`src/rtl/trap_return_unit.sv`:
```
module trap_return_unit #(
  parameter int XLEN    = 32,
  parameter int CAUSE_W = 4
) (
  input  logic               clk,
  input  logic               rst_n,
  input  logic               ret_req,
  input  logic               ret_is_sret,
  input  logic [1:0]         cur_priv,
  input  logic               st_tsr,
  input  logic               st_mie,
  input  logic               st_mpie,
  input  logic [1:0]         st_mpp,
  input  logic               st_sie,
  input  logic               st_spie,
  input  logic               st_spp,
  input  logic [XLEN-1:0]    mepc,
  input  logic [XLEN-1:0]    sepc,
  input  logic               rvc_en,
  output logic               exc_valid,
  output logic [CAUSE_W-1:0] exc_cause,
  output logic               upd_valid,
  output logic               new_mie,
  output logic               new_mpie,
  output logic [1:0]         new_mpp,
  output logic               new_sie,
  output logic               new_spie,
  output logic               new_spp,
  output logic [1:0]         new_priv,
  output logic [XLEN-1:0]    ret_pc
);
  localparam logic [1:0] PRIV_U = 2'b00;
  localparam logic [1:0] PRIV_S = 2'b01;
  localparam logic [1:0] PRIV_M = 2'b11;
  localparam logic [CAUSE_W-1:0] CAUSE_MISALIGN = CAUSE_W'(0);
  localparam logic [CAUSE_W-1:0] CAUSE_ILLEGAL  = CAUSE_W'(2);

  logic [XLEN-1:0]    target;
  logic               priv_bad, misalign, tsr_bad, fault;
  logic [CAUSE_W-1:0] cause;

  assign target   = ret_is_sret ? sepc : mepc;
  assign priv_bad = ret_is_sret ? (cur_priv == PRIV_U) : (cur_priv != PRIV_M);
  assign misalign = !rvc_en && (target[1:0] != 2'b00);
  assign tsr_bad  = ret_is_sret && st_tsr && (cur_priv == PRIV_S);
  assign fault    = priv_bad || misalign || tsr_bad;
  assign cause    = priv_bad ? CAUSE_ILLEGAL : (misalign ? CAUSE_MISALIGN : CAUSE_ILLEGAL);

  always_ff @(posedge clk) begin
    if (!rst_n) begin
      exc_valid <= 1'b0;
      exc_cause <= '0;
      upd_valid <= 1'b0;
      new_mie   <= 1'b0;
      new_mpie  <= 1'b0;
      new_mpp   <= 2'b00;
      new_sie   <= 1'b0;
      new_spie  <= 1'b0;
      new_spp   <= 1'b0;
      new_priv  <= 2'b00;
      ret_pc    <= '0;
    end else begin
      exc_valid <= ret_req && fault;
      upd_valid <= ret_req && !fault;
      if (ret_req) begin
        exc_cause <= fault ? cause : '0;
        ret_pc    <= target;
        new_mie   <= st_mie;
        new_mpie  <= st_mpie;
        new_mpp   <= st_mpp;
        new_sie   <= st_sie;
        new_spie  <= st_spie;
        new_spp   <= st_spp;
        new_priv  <= cur_priv;
        if (!fault) begin
          if (ret_is_sret) begin
            new_priv <= {1'b0, st_spp};
            new_sie  <= st_spie;
            new_spie <= 1'b1;
            new_spp  <= 1'b0;
          end else begin
            new_priv <= st_mpp;
            new_mie  <= st_mpie;
            new_mpie <= 1'b1;
            new_mpp  <= PRIV_U;
          end
        end
      end
    end
  end

  a_r1_mret_below_m: assert property (@(posedge clk) disable iff (!rst_n)
    (ret_req && !ret_is_sret && cur_priv != PRIV_M) |=>
      (exc_valid && !upd_valid && exc_cause == CAUSE_ILLEGAL));

  a_r2_sret_from_u: assert property (@(posedge clk) disable iff (!rst_n)
    (ret_req && ret_is_sret && cur_priv == PRIV_U) |=>
      (exc_valid && exc_cause == CAUSE_ILLEGAL));

  a_r4_rvc_no_misalign: assert property (@(posedge clk) disable iff (!rst_n)
    (ret_req && rvc_en && !ret_is_sret && cur_priv == PRIV_M) |=> upd_valid);

  a_r6_mret_rewrite: assert property (@(posedge clk) disable iff (!rst_n)
    (ret_req && !ret_is_sret && cur_priv == PRIV_M && rvc_en) |=>
      (new_mpie && new_mpp == PRIV_U && new_mie == $past(st_mpie) && new_priv == $past(st_mpp)));

  a_r7_sret_rewrite: assert property (@(posedge clk) disable iff (!rst_n)
    upd_valid && $past(ret_is_sret) |->
      (new_spie && !new_spp && new_sie == $past(st_spie) && new_priv == {1'b0, $past(st_spp)}));

  a_r9_exclusive: assert property (@(posedge clk) disable iff (!rst_n)
    !(exc_valid && upd_valid));

  a_r9_idle_quiet: assert property (@(posedge clk) disable iff (!rst_n)
    !ret_req |=> (!exc_valid && !upd_valid && $stable(ret_pc) && $stable(new_priv)));
endmodule

```
`config.mk`:
```
export PLATFORM = sky130hd
export DESIGN_NAME = trap_return_unit
export DESIGN_NICKNAME = d
export VERILOG_FILES = /design/src/rtl/trap_return_unit.sv
export SDC_FILE = /design/constraint.sdc
export NUM_CORES = 1
export LEC_CHECK = 0
export ABC_AREA = 0
export BUFFER_PORTS_ARGS = -buffer_cell sky130_fd_sc_hd__buf_2
export CAP_MARGIN = 5
export CORE_ASPECT_RATIO = 0.6
export CORE_MARGIN = 1
export CORE_UTILIZATION = 39
export CTS_CLUSTER_SIZE = 8
export DETAILED_ROUTE_END_ITERATION = 6
export PLACE_DENSITY_LB_ADDON = 0.12
export SYNTH_ARGS = -nofsm -noshare
export SYNTH_HDL_FRONTEND = slang
export SYNTH_SLANG_ARGS = --single-unit
```
`constraint.sdc`:
```
create_clock -name clk -period 1.23 [get_ports clk]
set_input_delay 0.1845 -clock clk [delete_from_list [all_inputs] [get_ports clk]]
set_output_delay 0.1845 -clock clk [all_outputs]
set_load 0.05 [all_outputs]
```
==> results of run 1 <==
==> worst reg2reg max path, delay by kind of cell (launching register included) <==
kind / cells / cell delay [ns]
AOI/OAI and AO/OA: 2 / 0.23
DFF: 1 / 0.36
==> power by group through the flow <==
stage,registers [uW],clock network (uW),logic (uW)
after CTS,1580,949,1030
after floorplan,1970,0,335
after global placement,1610,0,1020
final,1580,910,1030
after detailed placement,1610,0,1030
after global routing,1590,1030,1100
==> cells in the mapped netlist, types with 2 or more instances <==
cell type   n
buf_4       5
o31ai_1     3
a31oi_1     3
mux2i_1    32
a21oi_1     6
o211a_1    32
nor2_1      2
a32o_1      3
nor2b_1     3
dfxtp_1    44
buf_2       3
nand2_1    39
nor3_1      2
inv_1       3
a2111oi_0   2
o21ai_0     6
clkbuf_1   11
==> how the worst max path moves through the flow <==
stage | slack, ns | to | cells after the start
2_1_floorplan | -0.009 | new_mpp[0] | 4
3_3_place_gp | -0.23 | new_priv[0] | 5
3_5_place_dp | -0.29 | new_priv[0] | 5
4_1_cts | 0.02 | new_priv[0] | 5
5_1_grt | 0.06 | new_sie | 6
6_report | 0.12 | new_mpie | 1
==> cell families after synthesis <==
family | synth area share
AO/OA/AOI/OAI | 0.247
buffers and inverters | 0.0530
flip-flops | 0.429
multiplexers | 0.156
other | 0.00183
AND/OR/NAND/NOR | 0.113
==> layer usage <==
metal | part of all wire | wire length, um | track usage
met5 | 0 | 0 | 0
met1 | 0.51 | 2670 | 0.292
met2 | 0.41 | 2180 | 0.279
met4 | 0.0057 | 30 | 0.0405
met3 | 0.074 | 389 | 0.0486
==> stage by stage <==
stage	power, uW	hold WS (ns)
after CTS	3560	0.153
after global routing	3720	0.151
after global placement	2630	0.442
final	3520	0.165
after detailed placement	2640	0.447
after floorplan	2310	0.331
==> area by class of cell <==
| type | instances | area share |
|---|---|---|
| Multi-Input combinational cell | 146 | 0.370 |
| Inverter | 3 | 0.00386 |
| Clock buffer | 6 | 0.0283 |
| Tap cell | 66 | 0.0283 |
| Clock inverter | 2 | 0.00343 |
| Sequential cell | 44 | 0.302 |
| Timing Repair Buffer | 140 | 0.264 |
==> layout by cell type, fill, tap and decap left out, types with 2 or more instances in the layout <==
master | netlist | layout
o21ai_0 | 6 | 6
buf_4 | 5 | 16
dfxtp_1 | 44 | 44
nor2_1 | 2 | 2
nand2_1 | 39 | 39
clkbuf_8 | 0 | 6
inv_1 | 3 | 3
conb_1 | 1 | 3
a21oi_1 | 6 | 6
nor2b_1 | 3 | 3
clkinv_2 | 0 | 2
o211a_1 | 32 | 32
buf_2 | 3 | 122
o31ai_1 | 3 | 3
a31oi_1 | 3 | 3
mux2i_1 | 32 | 32
buf_12 | 0 | 2
a32o_1 | 3 | 3
==> registers in the layout, summed over array words and instances, names as in the netlist <==
name       count
new_mie        1
new_priv       2
ret_pc        32
new_mpp        2
new_sie        1
new_mpie       1
new_spie       1
exc_valid      1
exc_cause      1
new_spp        1
upd_valid      1
==> impl_metrics.csv, run 1 <==
group,metric,value,unit
outcome,status,"finished clean",
die,core_region_area,0.00505,mm^2
yosys,synthCells,211,
power,powerDensity,1200,mW/mm^2
grt,grt-ovfl-total,0,
critical_path,timing.rr.end,"new_mpie",
routing,wl,5270,um
power,pwr-share-clk,0.259,
finish,fin_area,0.00292,mm^2
sta,final-setup-viol-count,0,
sta,setup_slack,0.119,ns
critical_path,arrival,0.93,ns
routing,num_vias,2046,
routing,drt-initial-drc-count,75,
clocking,cts_num_sinks,44,
yosys,synth_warnings,0,
power,combPwrFrac,0.292,
grt,grt_usage,0.194,
finish,stdcell_count,407,
critical_path,rr_worst_depth,2,
yosys,synth_edf_count,0,
sta,final_max_slew_viol_count,0,
yosys,synth_top_area_share,0.429,
clocking,cts_hold_buffers,0,
yosys,synth_seq_area_share,0.429,
clocking,cts_resized,0,
clocking,clockRootBuffer,"clkbuf_8",
grt,grt_pass1_wl,8320,um
finish,regArea,881,um^2
sta,rsz0062_at_grt,"false",
critical_path,r2r_setup_slack,0.57,ns
routing,dr.pass1.iters,4,
critical_path,path_delay_family,"flip-flops",
hold_path,hold_path_class,"in2reg",
hold_path,hold_depth,2,
clocking,cts_buffers,5,
power,seq_power_share,0.449,
finish,final_nets,419,
yosys,yosysTopAreaCell,"dfxtp_1",
critical_path,slowest_stage,"dfxtp_1",
yosys,ys_types,29,
routing,via_per_inst,5.03,
clocking,cts_setup_buffers,0,
clocking,cts_max_level,2,
grt,grt_max_degree,37,
finish,area_delta_synth_final,42.2,%
placed_design,hpwl,4170,um
yosys,ys_ff_latch,44,
routing,route.detailed.drc,0,
placed_design,dp_slack,-0.291,ns
sta,skew,0,ns
power,switchingPower,1180,uW
grt,antenna_found_initial,0,
power,peakVddDrop,0.000534,V
critical_path,crit_required,1.05,ns
finish,utilization,0.577,
hold_path,min-delay-start,"st_mpp[0]",
power,leakage,0.00174,uW
critical_path,critPathMaxFanout,2,
yosys,syn_area_per_cell,9.73,um^2
die,rows,20,
clocking,clk_pin_slew_worst_paths,0.08,ns
finish,n_antenna_cell,0,
yosys,synth_area,0.00205,mm^2
sta,fmax,900,MHz
die,io_pins,126,
yosys,synth_area_leaders,"dfxtp_1 43%, mux2i_1 16%, o211a_1 16%",
critical_path,cp.buffers_inverters,1,
critical_path,r2r_start,"new_mpie",
finish,drive_gt1_frac,0.452,
critical_path,critPathLaunch,"new_mpie",
critical_path,end_kind,"output port",
clocking,clk_path_buf_depth,2,
finish,fillers,478,
power,sw_frac_of_total,0.336,
sta,final-hold-violation-count,0,
die,die-area,0.00557,mm^2
sta,min_period,1.11,ns
die,die_x,95.7,um
critical_path,path_cells,"buf_2",
yosys,synthFlopType,"dfxtp_1",
critical_path,critPathLaunchType,"register",
critical_path,slowest_delay,0.36,ns
hold_path,min_to,"new_mpp[0]",
grt,first_global_vias,1768,
critical_path,path_class,"reg2out",
placed_design,dpl-instance-area,0.00282,mm^2
job,cap_violations,0,
placed_design,dpl.cell_count,399,
die,start_util,0.406,
yosys,synthArstFlopShare,0,
finish,multi_input_area,0.00108,mm^2
sta,finalSetupTns,0,ns
clocking,insertion_delay,0.28,ns
sta,period_share,0.903,
clocking,cts_tree,"built",
routing,wl_per_cell,13.0,um
die,die_y,58.2,um
routing,final_antenna_net_count,0,
placed_design,place.gp.congestion,0.854,
placed_design,io_buffer_count,122,
power,p_int,2330,uW
Note: power is estimated with default switching activity, not from simulation.
==> inputs of run 2 (changes only) <==
- PLACE_DENSITY: not set -> 0.8
- PLACE_DENSITY_LB_ADDON: 0.12 -> not set
==> run 2 against run 1 <==
  * Sequential share of layout area is 0.17 points higher
  * Wire length fell by 2.5%
  * Count of clock-buffer cells in the layout up 2
  * Core utilization down 0.32 points
  * Design area is 0.56% lower
  * Critical path type is now in2reg
==> impl_metrics.csv, run 2 (same netlist as run 1, synthesis figures left out) <==
group,metric,value,unit
outcome,status,"finished clean",
finish,multi_input_area,0.00107,mm^2
critical_path,critPathLaunchType,"input pin",
routing,drt-initial-drc-count,70,
finish,largest_register_ffs,32,
sta,rsz0062_at_grt,"false",
power,p_int,2340,uW
grt,antenna_found_initial,0,
clocking,cts_tree,"built",
power,switchingPower,1140,uW
finish,stdcell_count,406,
grt,grt_pass1_wl,7910,um
clocking,insertion_delay,0.27,ns
grt,grt_max_degree,41,
grt,first_global_vias,1772,
clocking,cts_buffers,5,
sta,min_period,1.21,ns
critical_path,rr_worst_depth,2,
placed_design,io_buffer_count,122,
clocking,cts_setup_buffers,0,
sta,final-hold-violation-count,0,
power,combPwrFrac,0.292,
finish,drive_gt1_frac,0.441,
finish,n_antenna_cell,0,
job,cap_violations,0,
grt,grt-ovfl-total,0,
routing,wl,5140,um
placed_design,dp_slack,-0.248,ns
clocking,clockRootBuffer,"clkbuf_8",
clocking,cts_resized,0,
routing,num_vias,2042,
power,p_total,3480,uW
clocking,clk_path_buf_depth,2,
critical_path,crit_required,1.41,ns
routing,dr.pass1.iters,4,
die,die_y,58.2,um
finish,top_regs,"ret_pc x32, new_mpp x2, new_priv x2",
routing,route.detailed.drc,0,
power,peakVddDrop,0.000496,V
hold_path,hold_depth,2,
sta,setup_slack,0.0246,ns
sta,skew,0,ns
placed_design,place.gp.congestion,0.835,
power,sw_frac_of_total,0.328,
finish,regArea,881,um^2
finish,fillers,472,
critical_path,end_kind,"register",
placed_design,hpwl,4060,um
die,start_util,0.406,
placed_design,dpl.cell_count,398,
clocking,clk_pin_slew_worst_paths,0.07,ns
die,die_x,95.7,um
finish,largest_register,"ret_pc",
critical_path,path_class,"in2reg",
routing,final_antenna_net_count,0,
sta,final_max_slew_viol_count,0,
die,rows,20,
die,core_region_area,0.00505,mm^2
finish,final_cell_mix,"122 x buf_2, 44 x dfxtp_1, 39 x nand2_1",
finish,final_nets,418,
sta,fmax,830,MHz
clocking,cts_hold_buffers,0,
grt,grt_usage,0.187,
critical_path,critPathMaxFanout,6,
sta,final-setup-viol-count,0,
hold_path,hold_path_class,"in2reg",
routing,via_per_inst,5.03,
power,pwr-share-clk,0.255,
clocking,cts_max_level,2,
sta,period_share,0.980,
die,die-area,0.00557,mm^2
clocking,cts_num_sinks,44,
finish,final_common_cell,"buf_2",
critical_path,arrival,1.38,ns
finish,area_delta_synth_final,41.4,%
routing,wl_per_cell,12.7,um
power,leakage,0.00172,uW
die,io_pins,126,
power,powerDensity,1200,mW/mm^2
finish,utilization,0.574,
power,seq_power_share,0.453,
[run 2: changes by cell type in the layout (fill, tap and decap cells not counted)]
cell and delta:
a2111oi_1 -1, nor3_2 -1, nor3_1 +1, clkinv_2 -2, clkbuf_1 +2, buf_4 -1, a2111oi_0 +1
[run 2: final cells by class]
| class | instances | share of cell area |
|---|---|---|
| multi-input cells | 146 | 0.370 |
| flip-flops and latches | 44 | 0.303 |
| repair buffers | 139 | 0.263 |
| clock buffers | 8 | 0.0310 |
| well taps | 66 | 0.0284 |
| inverters | 3 | 0.00388 |
[run 2: layer usage]
| metal | GRT usage | part of all wire | vias up |
|---|---|---|---|
| met2 | 0.301 | 0.42 | 93 |
| met3 | 0.0709 | 0.11 | 4 |
| met4 | 0.0448 | 0.0082 | 0 |
| li1 | - | - | 1024 |
| met1 | 0.237 | 0.46 | 921 |
| met5 | 0 | 0 | - |
[run 2: path summary, 6_finish.rpt]
check                             startpoint            to  slack, ns
worst min-delay path               st_mpp[0]    new_mpp[0]       0.17
worst max register to register  exc_cause[1]  exc_cause[1]       0.58
worst max-delay path             ret_is_sret    new_mpp[0]       0.02
worst min register to register   new_priv[0]   new_priv[0]       0.46
[run 2: worst max-delay path, stage by stage]
cell and delay, ns:
buf_2 0.13, nor3_1 0.32, a211oi_2 0.14, or3_4 0.36, a32o_1 0.25
[run 2: power by group through the flow]
stage	Sequential (uW)	Combinational [uW]	Clock, uW
2_1_floorplan	1970	335	0
3_3_place_gp	1610	1010	0
3_5_place_dp	1610	1020	0
4_1_cts	1580	1020	952
5_1_grt	1590	1090	1010
6_report	1580	1020	890
[run 2: per-stage QoR]
step                      hold slack [ns]  setup TNS, ns  cell area [um^2]
after floorplan                     0.331        -0.0173              2070
after global placement              0.437          -2.80              2810
after detailed placement            0.446          -3.72              2810
after CTS                           0.159              0              2900
after global routing                0.151              0              2900
final                               0.172              0              2900
==> inputs of run 3 (changes only) <==
- CELL_PAD_IN_SITES_DETAIL_PLACEMENT: not set -> 0
- CELL_PAD_IN_SITES_GLOBAL_PLACEMENT: not set -> 2
- CORE_UTILIZATION: 39 -> 21
- PLACE_DENSITY: 0.8 -> 0.78
==> run 3 against run 2 <==
  * Sequential cell count unchanged
  * Power up 17%
  * Sequential share of layout area fell by 1.2 points
  * Critical path depth is 1 higher
  * Clock skew did not move
  * Cell count increased by 15%
  * Critical path type unchanged
  * Largest cell class unchanged
  * Largest power group unchanged
==> impl_metrics.csv, run 3 (same netlist as run 1, synthesis figures left out) <==
group,metric,value,unit
outcome,status,"finished clean",
finish,final_cell_mix,"122 x buf_2, 44 x dfxtp_1, 39 x nand2_1",
sta,min_period,1.14,ns
finish,largest_register_ffs,32,
clocking,cts_buffers,5,
clocking,clk_pin_slew_worst_paths,0.06,ns
clocking,cts_hold_buffers,0,
critical_path,r2r_setup_slack,0.57,ns
critical_path,cp.buffers_inverters,2,
die,core_region_area,0.00932,mm^2
hold_path,min-delay-start,"st_mpp[0]",
routing,route.detailed.drc,0,
hold_path,hold_depth,2,
sta,maxSlewHeadroom,0.643,
routing,wl,5680,um
power,sw_frac_of_total,0.306,
power,seq_power_share,0.388,
routing,dr_wl_met3,504,um
power,powerDensity,1350,mW/mm^2
clocking,cts_num_sinks,44,
critical_path,path_delay_family,"simple AND/OR/NAND/NOR gates",
sta,final-hold-violation-count,0,
clocking,clk_path_buf_depth,2,
critical_path,arrival,1.31,ns
die,die-area,0.0102,mm^2
placed_design,dpl-instance-area,0.00286,mm^2
hold_path,hold_path_class,"in2reg",
grt,grt_max_degree,44,
critical_path,path_cells,"buf_2, buf_12, nand3b_2, and2_4, or3_4, a32o_1",
critical_path,critPathLaunchType,"input pin",
finish,largest_register,"ret_pc",
job,cap_violations,0,
sta,worst_hold_slack,0.166,ns
finish,final_common_cell,"buf_2",
critical_path,slowest_stage,"or3_4",
routing,wl_met2,2180,um
power,leakage,0.00174,uW
sta,fmax,875,MHz
routing,met1Wirelength,2980,um
critical_path,critPathMaxFanout,5,
hold_path,min_to,"new_mpp[0]",
sta,rsz0062_at_grt,"false",
grt,grt-ovfl-total,0,
die,io_pins,126,
clocking,insertion_delay,0.28,ns
power,p_int,2830,uW
finish,final_nets,413,
critical_path,path_class,"in2reg",
finish,multi_input_area,0.00108,mm^2
placed_design,hpwl,4410,um
sta,final_max_slew_viol_count,0,
die,rows,27,
routing,dr.pass1.iters,4,
clocking,cts_tree,"built",
finish,top_regs,"ret_pc x32, new_mpp x2, new_priv x2",
finish,fin_area,0.00302,mm^2
critical_path,crit_required,1.40,ns
sta,period_share,0.929,
finish,n_antenna_cell,0,
grt,grt_usage,0.110,
routing,top_layer,"met4",
routing,num_vias,1940,
finish,drive_gt1_frac,0.439,
clocking,cts_max_level,2,
sta,final-setup-viol-count,0,
critical_path,slowest_delay,0.38,ns
power,peakVddDrop,0.000474,V
critical_path,timing.rr.end,"new_mpp[1]",
clocking,cts_setup_buffers,0,
routing,via_per_inst,4.17,
sta,skew,0,ns
sta,worst_pin_slew,0.536,ns
routing,final_antenna_net_count,0,
routing,wl_per_cell,12.2,um
critical_path,rr_worst_depth,1,
die,die_y,78.6,um
routing,drt-initial-drc-count,47,
finish,fillers,1001,
power,pwr-share-clk,0.364,
grt,antenna_found_initial,0,
finish,regArea,881,um^2
clocking,clockRootBuffer,"clkbuf_16",
die,start_util,0.220,
power,combPwrFrac,0.248,
power,switchingPower,1250,uW
clocking,cts_resized,0,
critical_path,end_kind,"register",
grt,grt_pass1_wl,8750,um
grt,first_global_vias,1783,
critical_path,r2r_start,"new_mpp[1]",
placed_design,place.gp.congestion,0.731,
finish,area_delta_synth_final,47.3,%
placed_design,io_buffer_count,122,
die,die_x,130,um
[run 3: cell count changes in the layout (fill, tap and decap cells not counted)]
cell	before	now
clkbuf_8	6	0
buf_4	15	10
clkbuf_16	0	5
bufinv_16	0	1
clkbuf_1	2	1
clkinv_2	0	1
nor3_1	2	1
nor3_2	0	1
[run 3: power by group through the flow]
stage	combinational (uW)	sequential, uW	clock [uW]
2_1_floorplan	335	1970	0
4_1_cts	1020	1580	1550
3_5_place_dp	1020	1610	0
3_3_place_gp	1020	1610	0
6_report	1010	1580	1480
5_1_grt	1090	1590	1630
[run 3: layer usage]
metal,vias up,track usage
li1,1007,-
met1,859,0.155
met2,72,0.154
met3,2,0.0443
met4,0,0.0209
met5,-,0
[run 3: worst max-delay path by stage]
stage                      from          to  slack [ns]  cells past startpoint
floorplan                st_tsr  new_mpp[0]      -0.009                      4
global placement    ret_is_sret  new_mpp[1]       -0.24                      5
detailed placement  ret_is_sret  new_mpp[1]       -0.29                      5
CTS                 ret_is_sret  new_mpp[1]        0.02                      5
global route        ret_is_sret  ret_pc[26]        0.04                      5
finish              ret_is_sret  new_mpp[1]        0.09                      6
[run 3: cell type report]
type,count,share of cell area
multi-input combinational,146,0.357
sequential,44,0.291
timing repair buffer,134,0.240
tap,130,0.0538
clock buffer,6,0.0426
clock inverter,2,0.0116
inverter,3,0.00372
[run 3: per-stage QoR]
stage / cells / setup WS (ns) / setup TNS (ns) / total power [uW] / utilization
3_5_place_dp: 457 / -0.291 / -5.40 / 2630 / 0.306
3_3_place_gp: 457 / -0.239 / -4.60 / 2620 / 0.306
4_1_cts: 465 / 0.0186 / 0 / 4160 / 0.324
6_report: 465 / 0.0876 / 0 / 4080 / 0.324
5_1_grt: 465 / 0.0374 / 0 / 4310 / 0.324
2_1_floorplan: 213 / -0.00864 / -0.0173 / 2310 / -
